--- config.mk ---
export PLATFORM = sky130hd
export DESIGN_NAME = sup_rst_gen
export DESIGN_NICKNAME = d
export VERILOG_FILES = /design/src/rtl/sup_rst_pkg.sv /design/src/rtl/sup_rst_sync.sv /design/src/rtl/sup_rst_arm.sv /design/src/rtl/sup_rst_timer.sv /design/src/rtl/sup_rst_out.sv /design/src/rtl/sup_rst_gen.sv
export SDC_FILE = /design/constraint.sdc
export NUM_CORES = 1
export LEC_CHECK = 0
export ABC_AREA = 0
export BUFFER_PORTS_ARGS = -buffer_cell sky130_fd_sc_hd__buf_2
export CORE_MARGIN = 10
export CORE_UTILIZATION = 65
export DETAILED_ROUTE_END_ITERATION = 7
export MAX_ROUTING_LAYER = met4
export PLACE_DENSITY = 0.83
export SYNTH_ARGS = -nofsm -noshare
export SYNTH_HDL_FRONTEND = slang
export SYNTH_SLANG_ARGS = --single-unit
--- constraint.sdc ---
create_clock -name clk_i -period 4.6 [get_ports clk_i]
set_input_delay 1.15 -clock clk_i [delete_from_list [all_inputs] [get_ports clk_i]]
set_output_delay 1.15 -clock clk_i [all_outputs]
set_load 0.03 [all_outputs]
--- src/rtl/sup_rst_pkg.sv ---
package sup_rst_pkg;
  function automatic int unsigned max_u(input int unsigned a, input int unsigned b);
    return (a > b) ? a : b;
  endfunction
endpackage

--- src/rtl/sup_rst_sync.sv ---
module sup_rst_sync #(
  parameter int unsigned STAGES    = 2,
  parameter bit          RESET_VAL = 1'b1
) (
  input  logic clk_i,
  input  logic rst_ni,
  input  logic d_i,
  output logic q_o
);
  logic [STAGES-1:0] sr_q;

  generate
    if (STAGES == 1) begin : g_one
      always_ff @(posedge clk_i or negedge rst_ni)
        if (!rst_ni) sr_q <= RESET_VAL;
        else         sr_q <= d_i;
    end else begin : g_many
      always_ff @(posedge clk_i or negedge rst_ni)
        if (!rst_ni) sr_q <= {STAGES{RESET_VAL}};
        else         sr_q <= {sr_q[STAGES-2:0], d_i};
    end
  endgenerate

  assign q_o = sr_q[STAGES-1];
endmodule

--- src/rtl/sup_rst_arm.sv ---
// Records which causes touched the current pulse and derives the release target.
module sup_rst_arm #(
  parameter int unsigned REL_CYC = 200000,
  parameter int unsigned STR_CYC = 140000,
  parameter int unsigned CNT_W   = 18
) (
  input  logic             clk_i,
  input  logic             rst_ni,
  input  logic             supply_low_i,
  input  logic             mr_low_i,
  input  logic             active_i,
  output logic             hold_o,
  output logic [CNT_W-1:0] target_o
);
  logic sup_q, mr_q, rearm_q, hold_q;
  logic sup_d, mr_d, rearm_d;
  logic [CNT_W-1:0] rel_t, str_t;

  assign hold_o = supply_low_i | mr_low_i;

  // flags survive only while the pulse is active
  assign sup_d   = supply_low_i | (active_i & sup_q);
  assign mr_d    = mr_low_i | (active_i & mr_q);
  assign rearm_d = (supply_low_i & active_i & ~hold_q) | (active_i & rearm_q);

  always_ff @(posedge clk_i or negedge rst_ni) begin
    if (!rst_ni) begin
      sup_q   <= 1'b1;
      mr_q    <= 1'b0;
      rearm_q <= 1'b0;
      hold_q  <= 1'b1;
    end else begin
      sup_q   <= sup_d;
      mr_q    <= mr_d;
      rearm_q <= rearm_d;
      hold_q  <= hold_o;
    end
  end

  assign rel_t = sup_q ? CNT_W'(REL_CYC) : CNT_W'(1);
  assign str_t = (mr_q | rearm_q) ? CNT_W'(STR_CYC) : CNT_W'(1);

  always_comb begin
    target_o = (rel_t > str_t) ? rel_t : str_t;
    if (target_o == '0) target_o = CNT_W'(1);
  end
endmodule

--- src/rtl/sup_rst_timer.sv ---
module sup_rst_timer #(
  parameter int unsigned CNT_W = 18
) (
  input  logic             clk_i,
  input  logic             rst_ni,
  input  logic             hold_i,
  input  logic [CNT_W-1:0] target_i,
  output logic             active_o,
  output logic             active_d_o
);
  logic [CNT_W-1:0] cnt_q, cnt_d;
  logic [CNT_W:0]   cnt_nxt;
  logic             active_q;

  assign cnt_nxt = {1'b0, cnt_q} + 1'b1;

  always_comb begin
    if (hold_i) begin
      cnt_d      = '0;
      active_d_o = 1'b1;
    end else if (active_q) begin
      cnt_d      = cnt_nxt[CNT_W-1:0];
      active_d_o = cnt_nxt < {1'b0, target_i};
    end else begin
      cnt_d      = '0;
      active_d_o = 1'b0;
    end
  end

  always_ff @(posedge clk_i or negedge rst_ni) begin
    if (!rst_ni) begin
      cnt_q    <= '0;
      active_q <= 1'b1;
    end else begin
      cnt_q    <= cnt_d;
      active_q <= active_d_o;
    end
  end

  assign active_o = active_q;
endmodule

--- src/rtl/sup_rst_out.sv ---
module sup_rst_out (
  input  logic clk_i,
  input  logic rst_ni,
  input  logic active_d_i,
  output logic rst_no,
  output logic rst_o
);
  always_ff @(posedge clk_i or negedge rst_ni) begin
    if (!rst_ni) begin
      rst_no <= 1'b0;
      rst_o  <= 1'b1;
    end else begin
      rst_no <= ~active_d_i;
      rst_o  <= active_d_i;
    end
  end
endmodule

--- src/rtl/sup_rst_gen.sv ---
module sup_rst_gen #(
  parameter int unsigned REL_CYC     = 200000,
  parameter int unsigned STR_CYC     = 140000,
  parameter int unsigned SYNC_STAGES = 2
) (
  input  logic clk_i,
  input  logic rst_ni,
  input  logic supply_low_i,
  input  logic mr_ni,
  output logic rst_no,
  output logic rst_o
);
  import sup_rst_pkg::*;

  localparam int unsigned MAX_CYC = max_u(REL_CYC, STR_CYC);
  localparam int unsigned CNT_W   = $clog2(MAX_CYC + 1);

  logic             mr_sync;
  logic             hold;
  logic             active;
  logic             active_d;
  logic [CNT_W-1:0] target;

  sup_rst_sync #(.STAGES(SYNC_STAGES), .RESET_VAL(1'b1)) u_sync (
    .clk_i (clk_i),
    .rst_ni(rst_ni),
    .d_i   (mr_ni),
    .q_o   (mr_sync)
  );

  sup_rst_arm #(.REL_CYC(REL_CYC), .STR_CYC(STR_CYC), .CNT_W(CNT_W)) u_arm (
    .clk_i       (clk_i),
    .rst_ni      (rst_ni),
    .supply_low_i(supply_low_i),
    .mr_low_i    (~mr_sync),
    .active_i    (active),
    .hold_o      (hold),
    .target_o    (target)
  );

  sup_rst_timer #(.CNT_W(CNT_W)) u_timer (
    .clk_i     (clk_i),
    .rst_ni    (rst_ni),
    .hold_i    (hold),
    .target_i  (target),
    .active_o  (active),
    .active_d_o(active_d)
  );

  sup_rst_out u_out (
    .clk_i     (clk_i),
    .rst_ni    (rst_ni),
    .active_d_i(active_d),
    .rst_no    (rst_no),
    .rst_o     (rst_o)
  );
endmodule

==> run metrics, run 1 <==
critical path, cell by cell=nand4_4 -> nor4_4 -> and3_1 -> xor2_2 -> ha_1 -> nand2_1 -> nand3b_1 -> a41o_1 -> nand2b_1 -> o31ai_1; PwrDens=226.9 nW/µm²; CTS sink count=26; clk root buf=clkbuf_4; pre-CTS setup slack=1.864 ns; max-cap viol count=0; most numerous cell in the Yosys netlist=dfrtp_1; synthesized area per cell=10.46 µm²; critical path launch point=u_timer.cnt_q[3]; CP startpoint kind=flip-flop; Clock Skew=0.008796 ns; postcts setup bufs=0; iteration count of the initial detailed-routing pass=4; top_reg_cell synth=dfrtp_1; Max VDD drop=0.0002130 V; Static Leak=0.7471 nW; Net Sw Frac=0.2162; CTS tree=built; Longest Clk Path Bufs=2; number of flops mapped to enable cells by yosys=0; sequential share of power=0.646; Core Region=2233 µm²; number of fillers in the final layout=177; Ys Warns=0; initial antenna violation count=0; vias in the first global route=1105; sw power=0.00007817 W; Hold Fails Final Rpt=0; Comb pwr share=0.032; number of core rows=17; CP Data Arrival Time=3.02 ns; TritonCTS Buffers=3; Cell Int Power=0.0002833 W; Final Core Density=0.7132; worst skew pair latency=0.33 ns; worst min-delay path category=flip-flop to flip-flop; Reg area=656.9 µm²; first-pass GRT wire length=4988 µm; share of the synthesized area in the top cell type=0.3440; die height=68.48 µm; H-Tree Depth=1; part of the power in the clock network=0.322; Synth async-reset ratio=1.000; total number of vias=1064; GR Overflow Total=0; critical path's largest stage delay=0.56 ns; crit-path max FO=8; Final Net Count=167; FMAX=359.2 MHz; Gate Count Post-Synth=146; Slew Limit Headroom=0.6090; hold path start=u_sync.sr_q[0]; DR vias/cell=5.944; power after layout=0.0003615 W; Worst-Margin Slew=0.5851 ns; Synth Net Count=161; ant diodes=0; Pins Over Slew Limit=0; Seq cells post-synth=26; synth cell count leaders=dfrtp_1, nand2_1, nor2b_1; register area share after synthesis=0.4300; port bufs=5; Hold Slack=0.3684 ns; drc violations=0; Ports=6; CP Capture Type=flip-flop; antenna-violating nets left=0; Starting Density=0.6840; cts hold-fix bufs=0; Iteration-0 DRC Markers=90; Synth area leader=dfrtp_1; Critical Path RT=4.83 ns; Multi-input gate area=828.3 µm²; WL final=2840 µm; final worst-path cycle share=0.6053; share of cells above drive strength 1=0.1523; Routed WL per cell=15.87 µm; gr usage total=0.1413; outcome=complete, no violations; Final Critical Period=2.784 ns; hpwl dp=2092 µm; RSZ-0062 raised after global routing=false; synth top area cells=dfrtp_1, ha_1, dfstp_2; largest net degree at the start of global routing=27; Sum Neg Setup Slack=0 ns; crit path kind=flip-flop to flip-flop; die area=4690 µm²; post_cts resized=0; Worst-path clk slew=0.14 ns; GP Congestion=0.9100; Worst path slowest cell=dfrtp_1; fin worst setup slack=1.816 ns; worst r2r src=u_timer.cnt_q[3]; post-synth cell types=40; DIE WIDTH=68.48 µm; final setup fails=0; area added between synthesis and finish=4.259%; mapped cell area=1528 µm²
metal layers:
metal  share of wire  global-route usage  vias up
li1                -                   -      523
met1            0.48              0.1806      525
met2            0.49              0.2247       11
met3           0.021             0.01958        5
met4           0.014             0.04523        0
met5               0                   -        -
final timing paths:
path / to / slack, ns / depth (start not counted)
worst min-delay path: u_sync.sr_q[1] / 0.37 / 0
min in group asynchronous: u_timer.cnt_q[3] / 0.79 / 1
worst min register to register: u_sync.sr_q[1] / 0.37 / 0
worst max register to register: u_out.rst_o / 1.82 / 10
worst max-delay path: u_out.rst_o / 1.82 / 10
max in group asynchronous: u_timer.cnt_q[17] / 3.44 / 1
flip-flops by register name, summed over array words and instances, names as in the netlist:
signal / cells
u_timer.cnt_q: 18
u_sync.sr_q: 2
u_arm.hold_q: 1
u_arm.mr_q: 1
u_arm.rearm_q: 1
u_arm.sup_q: 1
u_out.rst_no: 1
u_out.rst_o: 1
critical path: cells and delay by family, from the launching register on:
kind | cells | cell delay [ns]
and+or+nand+nor | 6 | 1.19
xor gates and xnor gates | 1 | 0.17
adders and majority gates | 1 | 0.25
DFF | 1 | 0.56
AOI/OAI and AO/OA | 2 | 0.50
power groups by stage:
stage                      logic (W)  registers (W)  clock network [W]
after floorplan           0.00000492       0.000237                  0
after global placement     0.0000115       0.000237                  0
after detailed placement   0.0000121       0.000238                  0
after CTS                  0.0000121       0.000234           0.000117
after global routing       0.0000133       0.000234           0.000127
final                      0.0000115       0.000234           0.000116
per-stage QoR:
stage	std cells	cell area, µm²
floorplan	146	1528
global placement	175	1556
detailed placement	175	1556
CTS	179	1593
global route	179	1593
finish	179	1593
final cells by class:
type | count | share of cell area
multi-input cells | 113 | 0.5200
clock buffers | 4 | 0.02278
inverters | 3 | 0.007070
well taps | 28 | 0.02200
repair buffers | 5 | 0.01571
flip-flops and latches | 26 | 0.4124
cells by family (layout without fill, tap and decap cells):
kind of cell,count (synthesis),count (layout),share of synthesized area
xor gates and xnor gates,16,16,0.09665
DFF,26,26,0.4300
AOI/OAI and AO/OA,21,21,0.1024
adders and majority gates,11,11,0.09009
and+or+nand+nor,65,65,0.2531
buffers and inverters,7,12,0.02784
cells in the final DEF (no fill, tap or decap), drive strengths merged, types with 3 or more instances in the layout:
cell type,synthesis,routed
xnor2,9,9
xor2,7,7
buf,3,5
dfrtp,21,21
nor2b,12,12
o21a,3,3
o21ai,5,5
nand2,13,13
nand3,4,4
nand4,6,6
clkbuf,1,4
nor2,10,10
dfstp,5,5
nor3,7,7
inv,3,3
nor4,3,3
and3,3,3
ha,11,11
(Power assumes the default switching activity.)
==> run 2: changes to the inputs <==
Settings changed: CORE_UTILIZATION 65 to 54, PLACE_DENSITY 0.83 to 0.74.
Clock period 4.6 ns to 2.5 ns, I/O delays scaled along.
==> run 2 against run 1 <==
Against the previous run:
- via count grew 6.5%
- power grew 84%
- utilization shrank 8.6 points
- non-clock buffer count grew 13
- design area grew 7.7%
- sequential share of layout area shrank 2.9 points
- worst setup slack lost 1.8 ns
- maximum frequency grew 13%
- die area grew 14%
- sequential power grew 83%
- critical path type unchanged
==> run metrics, run 2 (synthesis results as in run 1) <==
Worst-path clk slew=0.14 ns; largest net degree at the start of global routing=27; cts hold-fix bufs=0; crit-path max FO=3; GP Congestion=0.8418; M1 wire length=1392 µm; R2R setup slack=0.04 ns; sequential share of power=0.644; DR WL met2=1480 µm; final worst-path cycle share=0.9842; Net Sw Frac=0.2159; worst min-delay path category=input port to async pin; Static Leak=0.8050 nW; Iteration-0 DRC Markers=46; initial antenna violation count=0; sw power=0.0001439 W; Final Net Count=180; number of flip-flops under the largest register name=18; met3 wire length=128 µm; total number of vias=1133; pre-CTS setup slack=0.02275 ns; clk root buf=clkbuf_4; PwrDens=388.5 nW/µm²; critical path launch point=u_timer.cnt_q[3]; Core Region=2734 µm²; WL final=3048 µm; Max VDD drop=0.0003820 V; r2r endpoint=u_out.rst_no; die area=5357 µm²; critical path, cell by cell=nand4_4 -> nor4_4 -> and3_4 -> xor2_2 -> ha_1 -> nand2_1 -> nand3b_1 -> a41o_1 -> nand2b_4 -> o31a_1; reg2reg path depth=10; largest registers=u_timer.cnt_q x18, u_sync.sr_q x2; Final Critical Period=2.461 ns; Worst-Margin Slew=0.5856 ns; H-Tree Depth=1; max-cap viol count=0; Critical Path RT=2.73 ns; die height=73.19 µm; gr usage total=0.1239; RSZ-0062 raised after global routing=true; placed cells=188; worst skew pair latency=0.33 ns; drc violations=0; TritonCTS Buffers=3; antenna-violating nets left=0; vias in the first global route=1151; fin worst setup slack=0.03942 ns; final setup fails=0; Worst path slowest cell=dfrtp_1; worst r2r src=u_timer.cnt_q[3]; most frequent cells in the layout=dfrtp_1, nand2_1, buf_4, nor2b_1, ha_1; hpwl dp=2235 µm; number of core rows=19; CP Capture Type=flip-flop; highest routed metal layer=met4; area added between synthesis and finish=12.29%; GR Overflow Total=0; crit path kind=flip-flop to flip-flop; outcome=complete, no violations; CP Data Arrival Time=2.69 ns; Routed WL per cell=15.63 µm; Biggest register=u_timer.cnt_q; DIE WIDTH=73.19 µm; number of fillers in the final layout=211; dpl cell area=1635 µm²; first-pass GRT wire length=5078 µm; Starting Density=0.5588; part of the power in the clock network=0.320; iteration count of the initial detailed-routing pass=4; post-route design area=1715 µm²; Cell Int Power=0.0005226 W; Hold Fails Final Rpt=0; Longest Clk Path Bufs=2; power after layout=0.0006665 W; Pins Over Slew Limit=0; Comb pwr share=0.036; fin cells=195; Slew Limit Headroom=0.6087; critical path's largest stage delay=0.43 ns; port bufs=5; share of cells above drive strength 1=0.2500; commonest non-fill, non-tap cell in the layout=dfrtp_1; Clock Skew=0.007469 ns; CTS sink count=26; FMAX=406.4 MHz; CTS tree=built; Ports=6; CP startpoint kind=flip-flop; DR vias/cell=5.810; ant diodes=0
## run 2: power groups by stage
| stage | clock network, W | logic (W) | registers [W] |
|---|---|---|---|
| global route | 0.000238 | 0.0000269 | 0.000430 |
| CTS | 0.000215 | 0.0000244 | 0.000429 |
| floorplan | 0 | 0.00000906 | 0.000437 |
| finish | 0.000213 | 0.0000238 | 0.000429 |
| detailed placement | 0 | 0.0000245 | 0.000437 |
| global placement | 0 | 0.0000241 | 0.000436 |
## run 2: area by class of cell
type	instances	area [µm²]	share of cell area
clock buffer	4	36.28	0.02115
inverter	3	11.26	0.006565
multi-input combinational	113	848.3	0.4945
sequential	26	658.1	0.3837
tap	31	38.79	0.02261
timing repair buffer	18	122.6	0.07148
## run 2: metrics by stage
stage                     setup TNS [ns]  hold WS, ns  utilization
after floorplan                        0       0.3294            -
after global placement                 0       0.3468       0.5982
after detailed placement               0       0.3507       0.5982
after CTS                              0       0.2902       0.6165
after global routing             -0.1950       0.2903       0.6275
final                                  0       0.2703       0.6275
## run 2: metal layers
metal	global-route usage	vias to the layer above
met2	0.1987	25
met4	0.05485	0
met5	-	-
met3	0.02177	5
met1	0.1474	551
li1	-	552
## run 2: timing repair
item                       in CTS  in global routing
setup endpoints to repair       2                  2
pin swaps                       0                  4
buffers inserted                1                  2
resized for setup               2                  4
## run 2: how the worst max path moves through the flow
| stage | to | slack, ns | cells after the start |
|---|---|---|---|
| floorplan | u_out.rst_no | 0.11 | 11 |
| global placement | u_out.rst_no | 0.09 | 10 |
| detailed placement | u_out.rst_no | 0.02 | 10 |
| finish | u_out.rst_no | 0.04 | 10 |
| CTS | u_out.rst_no | 0.01 | 10 |
| global route | u_out.rst_no | -0.11 | 10 |
## run 2: critical path, delay by kind of cell (launching register included)
kind,cells,cell delay [ns]
simple gates,6,1.04
compound gates,2,0.47
xor+xnor,1,0.16
fa+ha+maj,1,0.26
flops,1,0.43
==> run 3: changes to the inputs <==
Settings changed: PLACE_DENSITY 0.74 to 0.73.
==> run 3 against run 2 <==
Against the previous run:
- worst hold slack lost 0.0077 ns
- utilization up 0.69 points
- maximum frequency is 0.74% lower
- critical endpoint unchanged
- clock-buffer cell count fell by 1
- design area rose by 1.1%
- non-clock buffer count shrank 1
- sequential power is essentially flat
- clock skew down 0.0045 ns
- via count decreased by 1.4%
- clock power is 38% higher
- sequential cell count unchanged
- power rose by 12%
==> run metrics, run 3 (synthesis results as in run 1) <==
RSZ-0062 raised after global routing=true; Final Net Count=179; gr usage total=0.1173; vias in the first global route=1178; largest net degree at the start of global routing=27; PwrDens=430.0 nW/µm²; Worst path slowest cell=dfrtp_1; critical path, cell by cell=nand4_4 -> nor4_4 -> and3_4 -> xor2_2 -> ha_1 -> nand2_1 -> nand3b_1 -> a41o_1 -> nand2b_4 -> o31a_1; total number of vias=1117; Static Leak=0.8072 nW; worst skew pair latency=0.33 ns; CP Capture Type=flip-flop; worst r2r src=u_timer.cnt_q[5]; drc violations=0; die height=73.19 µm; cts hold-fix bufs=0; r2r endpoint=u_out.rst_no; port bufs=5; clk root buf=clkbuf_4; placed cells=188; Top delay family on crit path=simple AND/OR/NAND/NOR gates; number of flip-flops under the largest register name=18; GP Congestion=0.8209; critical path's largest stage delay=0.44 ns; most frequent cells in the layout=dfrtp_1, nand2_1, nor2b_1, buf_4, ha_1; Worst-Margin Slew=0.5908 ns; Starting Density=0.5588; Hold Fails Final Rpt=0; fin cells=194; part of the power in the clock network=0.392; crit-path max FO=3; Worst-path clk slew=0.14 ns; sequential share of power=0.576; final worst-path cycle share=0.9916; sw power=0.0001499 W; ant diodes=0; TritonCTS Buffers=3; largest registers=u_timer.cnt_q x18, u_sync.sr_q x2; Core Region=2734 µm²; area added between synthesis and finish=13.51%; Slew Limit Headroom=0.6052; final setup fails=0; share of cells above drive strength 1=0.2577; Routed WL per cell=15.09 µm; Cell Int Power=0.0005957 W; FMAX=403.4 MHz; Final Critical Period=2.479 ns; H-Tree Depth=1; CP Data Arrival Time=2.71 ns; reg2reg path depth=10; CTS tree=built; CTS sink count=26; hpwl dp=2153 µm; DR vias/cell=5.758; initial antenna violation count=0; die area=5357 µm²; Ports=6; iteration count of the initial detailed-routing pass=4; Pins Over Slew Limit=0; Hold Slack=0.2626 ns; Clock Skew=0.002924 ns; outcome=complete, no violations; Longest Clk Path Bufs=2; Net Sw Frac=0.2011; CP startpoint kind=flip-flop; GR Overflow Total=0; DIE WIDTH=73.19 µm; Iteration-0 DRC Markers=42; Biggest register=u_timer.cnt_q; first-pass GRT wire length=4968 µm; crit path buf inv count=0; Critical Path RT=2.73 ns; Max VDD drop=0.0003473 V; WL final=2927 µm; Levels on crit path=10; antenna-violating nets left=0; crit path kind=flip-flop to flip-flop; max-cap viol count=0; R2R setup slack=0.02 ns; commonest non-fill, non-tap cell in the layout=dfrtp_1; Comb pwr share=0.032; number of core rows=19; worst min-delay path category=input port to async pin
## run 3: final cells by class
class	instances	area (µm²)
tap	31	38.79
timing repair buffer	17	115.1
inverter	3	11.26
clock inverter	1	30.03
multi-input combinational	113	858.3
sequential	26	658.1
fill	213	999.7
clock buffer	3	22.52
## run 3: through the flow
step | worst slack, ns | setup TNS [ns] | total power, W | instance area, µm² | util
after detailed placement | 0.04109 | 0 | 0.0004614 | 1635 | 0.5982
after CTS | 0.02339 | 0 | 0.0007505 | 1689 | 0.6178
after floorplan | 0.1113 | 0 | 0.0004456 | 1528 | -
after global placement | 0.08693 | 0 | 0.0004603 | 1635 | 0.5982
after global routing | -0.1397 | -0.2327 | 0.0007663 | 1734 | 0.6343
final | 0.02098 | 0 | 0.0007456 | 1734 | 0.6343
## run 3: worst max-delay path by stage
stage                         endpoint             start
after floorplan           u_out.rst_no  u_timer.cnt_q[3]
after global placement    u_out.rst_no  u_timer.cnt_q[4]
after detailed placement  u_out.rst_no  u_timer.cnt_q[4]
after CTS                 u_out.rst_no  u_timer.cnt_q[5]
after global routing      u_out.rst_no  u_timer.cnt_q[5]
final                     u_out.rst_no  u_timer.cnt_q[5]
## run 3: what timing repair did
item | in CTS | in global routing
endpoints found under the setup margin | 1 | 2
cloned | 0 | 0
setup buffers | 0 | 2
resized for setup | 1 | 6
pin swaps | 0 | 4
hold endpoints to repair | 0 | 0
## run 3: power by group through the flow
stage | Sequential (W) | Combinational [W] | Clock [W]
2_1_floorplan | 0.000437 | 0.00000906 | 0
6_report | 0.000429 | 0.0000238 | 0.000293
5_1_grt | 0.000430 | 0.0000272 | 0.000309
3_3_place_gp | 0.000436 | 0.0000240 | 0
4_1_cts | 0.000429 | 0.0000245 | 0.000297
3_5_place_dp | 0.000437 | 0.0000246 | 0
## run 3: worst register-to-register path, stage by stage, from the launching register on
cell and delay (ns):
dfrtp_1 0.44, nand4_4 0.14, nor4_4 0.36, and3_4 0.25, xor2_2 0.15, ha_1 0.26
nand2_1 0.08, nand3b_1 0.08, a41o_1 0.23, nand2b_4 0.15, o31a_1 0.25
## run 3: layer usage
layer | GRT usage | part of all wire | vias to the layer above
li1 | - | - | 557
met1 | 0.1450 | 0.49 | 543
met2 | 0.1872 | 0.47 | 13
met3 | 0.01769 | 0.023 | 4
met4 | 0.04430 | 0.013 | 0
met5 | - | 0 | -
